## config.mk

```make
export PLATFORM = sky130hd
export DESIGN_NAME = useq_top
export DESIGN_NICKNAME = d
export VERILOG_FILES = /design/src/rtl/useq_pkg.sv /design/src/rtl/useq_rom.sv /design/src/rtl/useq_map.sv /design/src/rtl/useq_next.sv /design/src/rtl/useq_top.sv
export SDC_FILE = /design/constraint.sdc
export NUM_CORES = 1
export LEC_CHECK = 0
export BUFFER_PORTS_ARGS = -buffer_cell sky130_fd_sc_hd__buf_4
export CORE_MARGIN = 1
export CORE_UTILIZATION = 51
export CTS_CLUSTER_SIZE = 12
export DETAILED_ROUTE_END_ITERATION = 10
export PLACE_DENSITY = 0.88
export SYNTH_ARGS = -nofsm -noshare
export SYNTH_HDL_FRONTEND = slang
export SYNTH_SLANG_ARGS = --single-unit
```

## constraint.sdc

```tcl
create_clock -name clk -period 3.8 [get_ports clk]
set_input_delay 0.76 -clock clk [delete_from_list [all_inputs] [get_ports clk]]
set_output_delay 0.76 -clock clk [all_outputs]
set_load 0.005 [all_outputs]
```

## src/rtl/useq_pkg.sv

```systemverilog
package useq_pkg;
   typedef enum logic [1:0] {
      CS_ALWAYS = 2'd0,
      CS_CONT   = 2'd1,
      CS_BRANCH = 2'd2,
      CS_PEND   = 2'd3
   } csel_e;

   typedef enum logic [1:0] {
      TK_ABS = 2'd0,
      TK_SEQ = 2'd1,
      TK_MAP = 2'd2
   } tkind_e;

   localparam int unsigned A_FETCH    = 0;
   localparam int unsigned A_SVC      = 1;
   localparam int unsigned A_LDN      = 2;
   localparam int unsigned A_IDLE     = 3;
   localparam int unsigned A_INC      = 4;
   localparam int unsigned A_DEC      = 5;
   localparam int unsigned A_SBR      = 6;
   localparam int unsigned A_SKIP     = 7;
   localparam int unsigned A_SBR_TK   = 8;
   localparam int unsigned A_LDA      = 9;
   localparam int unsigned A_FALLBACK = 10;
   localparam int unsigned A_TOP      = A_FALLBACK;
endpackage

```

## src/rtl/useq_rom.sv

```systemverilog
module useq_rom
   import useq_pkg::*;
#(
   parameter int UADDR_W = 6,
   parameter int CTRL_W  = 8
) (
   input  logic [UADDR_W-1:0] uaddr,
   output logic [CTRL_W-1:0]  ctrl,
   output csel_e              csel,
   output tkind_e             kind_a,
   output logic [UADDR_W-1:0] addr_a,
   output tkind_e             kind_b,
   output logic [UADDR_W-1:0] addr_b
);
   localparam logic [UADDR_W-1:0] U_FETCH  = UADDR_W'(A_FETCH);
   localparam logic [UADDR_W-1:0] U_SVC    = UADDR_W'(A_SVC);
   localparam logic [UADDR_W-1:0] U_IDLE   = UADDR_W'(A_IDLE);
   localparam logic [UADDR_W-1:0] U_INC    = UADDR_W'(A_INC);
   localparam logic [UADDR_W-1:0] U_SBR_TK = UADDR_W'(A_SBR_TK);

   always_comb begin
      ctrl   = '0;
      csel   = CS_ALWAYS;
      kind_a = TK_ABS;
      addr_a = U_FETCH;
      kind_b = TK_ABS;
      addr_b = U_FETCH;
      case (uaddr)
         UADDR_W'(A_FETCH): begin
            ctrl   = CTRL_W'(8'h01);
            kind_a = TK_MAP;
            kind_b = TK_MAP;
         end
         UADDR_W'(A_SVC): begin
            ctrl = CTRL_W'(8'h02);
         end
         UADDR_W'(A_LDN): begin
            ctrl   = CTRL_W'(8'h10);
            csel   = CS_CONT;
            addr_b = U_SVC;
         end
         UADDR_W'(A_IDLE): begin
            ctrl   = CTRL_W'(8'h11);
            csel   = CS_PEND;
            addr_a = U_SVC;
            addr_b = U_IDLE;
         end
         UADDR_W'(A_INC): begin
            ctrl   = CTRL_W'(8'h12);
            csel   = CS_CONT;
            addr_b = U_SVC;
         end
         UADDR_W'(A_DEC): begin
            ctrl   = CTRL_W'(8'h13);
            csel   = CS_CONT;
            addr_b = U_SVC;
         end
         UADDR_W'(A_SBR): begin
            ctrl   = CTRL_W'(8'h14);
            csel   = CS_BRANCH;
            addr_a = U_SBR_TK;
            kind_b = TK_SEQ;
         end
         UADDR_W'(A_SKIP): begin
            ctrl   = CTRL_W'(8'h15);
            csel   = CS_CONT;
            addr_b = U_SVC;
         end
         UADDR_W'(A_SBR_TK): begin
            ctrl   = CTRL_W'(8'h16);
            csel   = CS_CONT;
            addr_b = U_SVC;
         end
         UADDR_W'(A_LDA): begin
            ctrl   = CTRL_W'(8'h17);
            addr_a = U_INC;
            addr_b = U_INC;
         end
         UADDR_W'(A_FALLBACK): begin
            ctrl   = CTRL_W'(8'h1F);
            csel   = CS_CONT;
            addr_b = U_SVC;
         end
         default: ;
      endcase
   end
endmodule

```

## src/rtl/useq_map.sv

```systemverilog
module useq_map
   import useq_pkg::*;
#(
   parameter int MAP_W   = 9,
   parameter int UADDR_W = 6
) (
   input  logic [MAP_W-1:0]   code,
   output logic [UADDR_W-1:0] entry
);
   localparam int NENT = 6;

   // Lower index wins: exact patterns sit ahead of the wildcards they overlap.
   function automatic logic [MAP_W-1:0] pat_val(int i);
      case (i)
         0:       return MAP_W'(9'h000);
         1:       return MAP_W'(9'h000);
         2:       return MAP_W'(9'h010);
         3:       return MAP_W'(9'h020);
         4:       return MAP_W'(9'h030);
         default: return MAP_W'(9'h040);
      endcase
   endfunction

   function automatic logic [MAP_W-1:0] pat_care(int i);
      if (i == 0) return MAP_W'(9'h1FF);
      return MAP_W'(9'h1F0);
   endfunction

   function automatic logic [UADDR_W-1:0] pat_tgt(int i);
      case (i)
         0:       return UADDR_W'(A_IDLE);
         1:       return UADDR_W'(A_LDN);
         2:       return UADDR_W'(A_INC);
         3:       return UADDR_W'(A_DEC);
         4:       return UADDR_W'(A_SBR);
         default: return UADDR_W'(A_LDA);
      endcase
   endfunction

   logic [NENT-1:0] hit;

   for (genvar g = 0; g < NENT; g++) begin : g_pat
      assign hit[g] = ((code ^ pat_val(g)) & pat_care(g)) == '0;
   end

   always_comb begin
      entry = UADDR_W'(A_FALLBACK);
      for (int i = NENT - 1; i >= 0; i--) begin
         if (hit[i]) entry = pat_tgt(i);
      end
   end
endmodule

```

## src/rtl/useq_next.sv

```systemverilog
module useq_next
   import useq_pkg::*;
#(
   parameter int UADDR_W = 6
) (
   input  logic [UADDR_W-1:0] uaddr,
   input  csel_e              csel,
   input  tkind_e             kind_a,
   input  logic [UADDR_W-1:0] addr_a,
   input  tkind_e             kind_b,
   input  logic [UADDR_W-1:0] addr_b,
   input  logic [UADDR_W-1:0] map_entry,
   input  logic               cond_cont,
   input  logic               cond_branch,
   input  logic               cond_pend,
   output logic [UADDR_W-1:0] nxt
);
   logic               cond;
   tkind_e             kind;
   logic [UADDR_W-1:0] tgt;

   always_comb begin
      case (csel)
         CS_CONT:   cond = cond_cont;
         CS_BRANCH: cond = cond_branch;
         CS_PEND:   cond = cond_pend;
         default:   cond = 1'b1;
      endcase
      kind = cond ? kind_a : kind_b;
      tgt  = cond ? addr_a : addr_b;
      case (kind)
         TK_ABS:  nxt = tgt;
         TK_SEQ:  nxt = uaddr + UADDR_W'(1);
         TK_MAP:  nxt = map_entry;
         default: nxt = UADDR_W'(A_FETCH);
      endcase
   end
endmodule

```

## src/rtl/useq_top.sv

```systemverilog
module useq_top
   import useq_pkg::*;
#(
   parameter int MAP_W     = 9,
   parameter int UADDR_W   = 6,
   parameter int CTRL_W    = 8,
   parameter bit ASYNC_RST = 1'b1
) (
   input  logic               clk,
   input  logic               rst_n,
   input  logic [MAP_W-1:0]   map_code,
   input  logic               cond_cont,
   input  logic               cond_branch,
   input  logic               cond_pend,
   output logic [CTRL_W-1:0]  uctrl,
   output logic [UADDR_W-1:0] uaddr
);
   if (MAP_W != 9) begin : g_bad_map_w
      $error("useq_top: MAP_W must be 9");
   end
   if ((1 << UADDR_W) <= A_TOP) begin : g_bad_uaddr_w
      $error("useq_top: UADDR_W too small for the routine layout");
   end
   if (CTRL_W < 8) begin : g_bad_ctrl_w
      $error("useq_top: CTRL_W must be at least 8");
   end

   csel_e              csel;
   tkind_e             kind_a, kind_b;
   logic [UADDR_W-1:0] addr_a, addr_b, map_addr, nxt;

   useq_rom #(.UADDR_W(UADDR_W), .CTRL_W(CTRL_W)) u_rom (
      .uaddr (uaddr),
      .ctrl  (uctrl),
      .csel  (csel),
      .kind_a(kind_a),
      .addr_a(addr_a),
      .kind_b(kind_b),
      .addr_b(addr_b)
   );

   useq_map #(.MAP_W(MAP_W), .UADDR_W(UADDR_W)) u_map (
      .code (map_code),
      .entry(map_addr)
   );

   useq_next #(.UADDR_W(UADDR_W)) u_next (
      .uaddr      (uaddr),
      .csel       (csel),
      .kind_a     (kind_a),
      .addr_a     (addr_a),
      .kind_b     (kind_b),
      .addr_b     (addr_b),
      .map_entry  (map_addr),
      .cond_cont  (cond_cont),
      .cond_branch(cond_branch),
      .cond_pend  (cond_pend),
      .nxt        (nxt)
   );

   if (ASYNC_RST) begin : g_areg
      always_ff @(posedge clk or negedge rst_n) begin
         if (!rst_n) uaddr <= UADDR_W'(A_FETCH);
         else        uaddr <= nxt;
      end
   end else begin : g_sreg
      always_ff @(posedge clk) begin
         if (!rst_n) uaddr <= UADDR_W'(A_FETCH);
         else        uaddr <= nxt;
      end
   end
endmodule

```

# Word-level counts from Yosys, hierarchy flattened
# Cells that the tools add are included.
dict set report op_classes {
  n_mux 16
  n_addsub 1
  bitwise 4
  n_eq_ne 15
  reduce_logical 9
}
# operator count
set op_table {}
lappend op_table {{5-bit one-hot mux with 11 select lines} 1}
lappend op_table {{9-bit zero test} 6}
lappend op_table {{6-bit 2-to-1 mux} 5}
lappend op_table {{6-bit by 3-bit == test with 1-bit output (second input constant)} 4}
lappend op_table {{6-bit by 4-bit == test with 1-bit output (second input constant)} 3}
lappend op_table {{6-bit one-hot mux with 3 select lines} 1}
lappend op_table {{6-bit by 2-bit == test with 1-bit output (second input constant)} 2}
lappend op_table {{4-bit one-hot mux with 3 select lines} 1}
lappend op_table {{3-bit one-hot mux with 3 select lines} 1}
lappend op_table {{6-bit by 1-bit adder with 6-bit output (second input constant)} 1}
lappend op_table {{2-bit == test (second input constant)} 3}
lappend op_table {{6-bit by 1-bit == test with 1-bit output (second input constant)} 1}
lappend op_table {{6-bit zero test} 1}
lappend op_table {{2-bit 2-to-1 mux} 3}
lappend op_table {{2-bit one-hot mux with 3 select lines} 1}
lappend op_table {{6-bit OR reduction} 1}
lappend op_table {{2-bit by 1-bit == test with 1-bit output (second input constant)} 2}
lappend op_table {{4-bit 2-to-1 mux} 1}
lappend op_table {{2-bit one-hot mux with 2 select lines} 1}
lappend op_table {{1-bit NOT} 3}
lappend op_table {{1-bit one-hot mux with 3 select lines} 1}
lappend op_table {{2-bit zero test} 1}
lappend op_table {{2-bit NOT} 1}
dict set report totals {
  ff_bits 6
  output_inout_bits 14
  word_cells 46
  inputBits 14
}

# Longest topological paths before layout
dict set report logic_depth {
  ltp_word 9
  ltp_mapped 8
  mapped_depth_nobuf 7
}

# Modules after synthesis
# A second synthesis with hierarchy kept.
dict set report unflattened {
  hier_cells 135
  area_unflattened_um2 963.4
}
# module seq_area_each_um2 area_per_inst_um2 cells_each instances
set modules_own_cells {}
lappend modules_own_cells {useq_next 0.0 377.9 61 1}
lappend modules_own_cells {useq_rom 0.0 347.8 55 1}
lappend modules_own_cells {useq_top 150.1 150.1 6 1}
lappend modules_own_cells {useq_map 0.0 87.6 13 1}

# Least setup slack after synthesis
# Ideal clock, no wire load.
dict set report synth_path {
  kind {reg2out}
  startpoint {reg uaddr[0]}
  endpoint {out uctrl[4]}
  t_arrival_ns 1.490
  path_stages_with_launch 8
  required_time_ns 3.040
  path_slack_ns 1.550
  n_path_buf 1
  cell_sequence {dfrtp_1 inv_1 ha_1 buf_4 o21bai_1 a211oi_2 inv_1 a31oi_1}
}
dict set report synth_between {
  elab_chain_cells 2
  word_cells_on_any_way 12
  classes_between {10 x eq/ne; 1 x mux; 1 x reduce/logical}
}
# element line_no
set synth_lines {}
lappend synth_lines {{from (decl)} useq_top.sv:16} ;# output logic [UADDR_W-1:0] uaddr
lappend synth_lines {{from (signal assigned)} useq_top.sv:63} ;# if (!rst_n) uaddr <= UADDR_W'(A_FETCH);
lappend synth_lines {{from (signal assigned)} useq_top.sv:64} ;# else uaddr <= nxt;
lappend synth_lines {{6-bit by 4-bit == test with 1-bit output, or another cell as far along} useq_rom.sv:28} ;# case (uaddr)
lappend synth_lines {{5-bit one-hot mux with 11 select lines *} useq_rom.sv:28}
lappend synth_lines {{to (decl)} useq_top.sv:15} ;# output logic [CTRL_W-1:0] uctrl,
# Mark *: on every way between the ends. The rest lies on a longest branch, timed or not.

# Final worst setup path
# Ends and elaborated chain as after synthesis.

==> metrics <==
sequential fraction of the synthesis area=0.210; core area=0.00130 mm²; Die H=39.5 µm; Overall Global Routing Usage=0.256; worst path arrival time=2.01 ns; Internal=134 µW; CP Capture Type=primary output; CP Data Required Time=3.04 ns; # hold bufs at CTS=0; setup TNS=0 ns; Root Buffer=clkbuf_4; DRC=0; Sw Share=0.301; GRT Residual Overflow=0; max-cap violation count=0; post-synth top area cell=dfrtp_1; DP Area=873 µm²; max-slew violation count=0; # clock sinks=6; Leak=0.403 nW; max FFs per register=6; vias in the first global route=584; Final Setup Violations=0; fin crit period=2.77 ns; DP Cell Count=121; fmax=361 MHz; WL per Instance=13.5 µm; clk buf depth=2; Main synth FF type=dfrtp_1; Synth area leaders=dfrtp_1 21%, ha_1 7.0%, buf_4 5.2%, a21oi_1 4.2%, nor3_1 4.2%; endpoints failing hold=0; P_sw=57.6 µW; register clock-pin slew on the reported worst setup and hold paths=0.05 ns; Yosys top cell area share=0.210; Comb pwr share=0.322; ys async rst share=1.00; first-pass GRT wire length=2.64 mm; status=finished, final reports clean; Worst VDD drop=0.223 mV; die area=0.00156 mm²; antenna fix cells=0; Die Span X=39.5 µm; Starting Density=0.550; Rows=13; ANT nets after route=0; CP bufs+invs=3; synthesized flop and latch total=6; Layout Area Growth over Synthesis=25.2%; Via Count=723; Final Net Count=129; Buffers on Ports=24; vias per inst=5.83; Post-synth EDFFs=0; Detailed Routing Iterations Pass 1=4; post-cts resize count=0; Post-Layout Cell Count=124; syn avg cell area=8.32 µm²; startpoint types=flip-flop; # IOs=28; Final Cell Area=896 µm²; Syn Inst Count=86; dpl hpwl=1.28 mm; most flop-heavy register=uaddr; CTS tree=done; slowest CP cell=dfrtp_1; GPL Wtd Cong=0.811; sequential share of power=0.383; RSZ-0062 raised after global routing=false; kind of cell adding the most delay to the critical path=compound AO/OA/AOI/OAI gates; clock skew=0.00558 ns; CTS buffer count=3; initial antenna violation count=0; largest net degree at the start of global routing=17; Max Fanout on Critical Path=11; Setup Crit Path Kind=reg -> out; fin crit share=0.729; cell mode on critical path=inv_1; Clk pwr share=0.296; critical path's largest stage delay=0.44 ns; Mapped Area=716 µm²; biggest regs=uaddr x6; share of cells above drive strength 1=0.339; final WL=1.67 mm; worst min-delay path class=in -> async; worst-path cell chain=inv_1 > ha_1 > o21bai_1 > a211oi_2 > inv_1 > a31oi_1 > buf_4; Post-CTS Setup Repair Bufs=0; DRT iter0 DRCs=18; htree depth=1; Unique masters post-synth=43; worst skew pair latency=0.24 ns; synth warn=0; P per Cell Area=214 mW/mm²
==> final cells by class <==
cell class / count / area, µm²
sequential: 6 / 150
fill: 124 / 405
timing repair buffer: 24 / 180
multi-input combinational: 70 / 502
inverter: 6 / 22.5
tap: 15 / 18.8
clock buffer: 3 / 22.5
==> logic make-up (layout without fill, tap and decap cells) <==
family | Yosys count | after routing | share of synthesized area
DFF | 6 | 6 | 0.210
muxes | 1 | 1 | 0.0192
AOI/OAI and AO/OA | 25 | 25 | 0.278
buffers and inverters | 14 | 33 | 0.110
other | 1 | 5 | 0.00524
and+or+nand+nor | 34 | 34 | 0.295
adders and majority gates | 4 | 4 | 0.0699
xor gates and xnor gates | 1 | 1 | 0.0122
==> through the flow <==
stage / util / hold slack, ns / setup slack [ns] / total power [mW]
2_1_floorplan: - / 0.464 / 1.55 / 0.113
3_3_place_gp: 0.671 / 0.569 / 1.36 / 0.133
3_5_place_dp: 0.671 / 0.570 / 1.29 / 0.135
4_1_cts: 0.688 / 0.307 / 1.03 / 0.194
5_1_grt: 0.688 / 0.309 / 0.838 / 0.204
6_report: 0.688 / 0.316 / 1.03 / 0.192
==> cells in the mapped netlist, types with 2 or more instances <==
cell type and n:
or3_1 2, nand2_1 2, nor3_1 6, ha_1 4, o21ai_0 5, a21oi_1 6, and3_1 3, buf_4 5
nor2_1 7, nor2b_1 2, clkbuf_1 2, dfrtp_1 6, inv_1 6
==> power by group through the flow <==
| stage | clock network, mW | registers [mW] | logic, mW |
|---|---|---|---|
| after floorplan | 0 | 0.0720 | 0.0407 |
| after global placement | 0 | 0.0739 | 0.0595 |
| after detailed placement | 0 | 0.0742 | 0.0612 |
| after CTS | 0.0596 | 0.0733 | 0.0615 |
| after global routing | 0.0616 | 0.0740 | 0.0682 |
| final | 0.0566 | 0.0733 | 0.0617 |
==> metal layers <==
metal,track usage,up-vias,wire [µm]
li1,-,359,-
met1,0.313,328,675
met2,0.455,36,890
met3,0.0511,0,103
met4,0.0517,0,0
met5,0,-,0
==> path summary, 6_finish.rpt <==
path                               start       end  cells after the start  slack [ns]
min in group clk                uaddr[0]  uaddr[0]                      1        0.61
worst min register to register  uaddr[0]  uaddr[0]                      1        0.61
worst max-delay path            uaddr[0]  uctrl[4]                      7        1.03
worst min-delay path               rst_n  uaddr[3]                      1        0.32
max in group asynchronous          rst_n  uaddr[2]                      1        3.37
worst max register to register  uaddr[0]  uaddr[1]                      7        1.53
==> layout by cell type (no fill, tap or decap), types with 2 or more instances in the layout <==
master    instances
nand2_1           2
buf_4            24
clkbuf_4          3
conb_1            5
inv_1             6
dfrtp_1           6
o21ai_0           5
a21oi_1           6
nor3_1            6
and3_1            3
nor2b_1           2
nor2_1            7
or3_1             2
ha_1              4
Power figures use the tool's default switching activity.
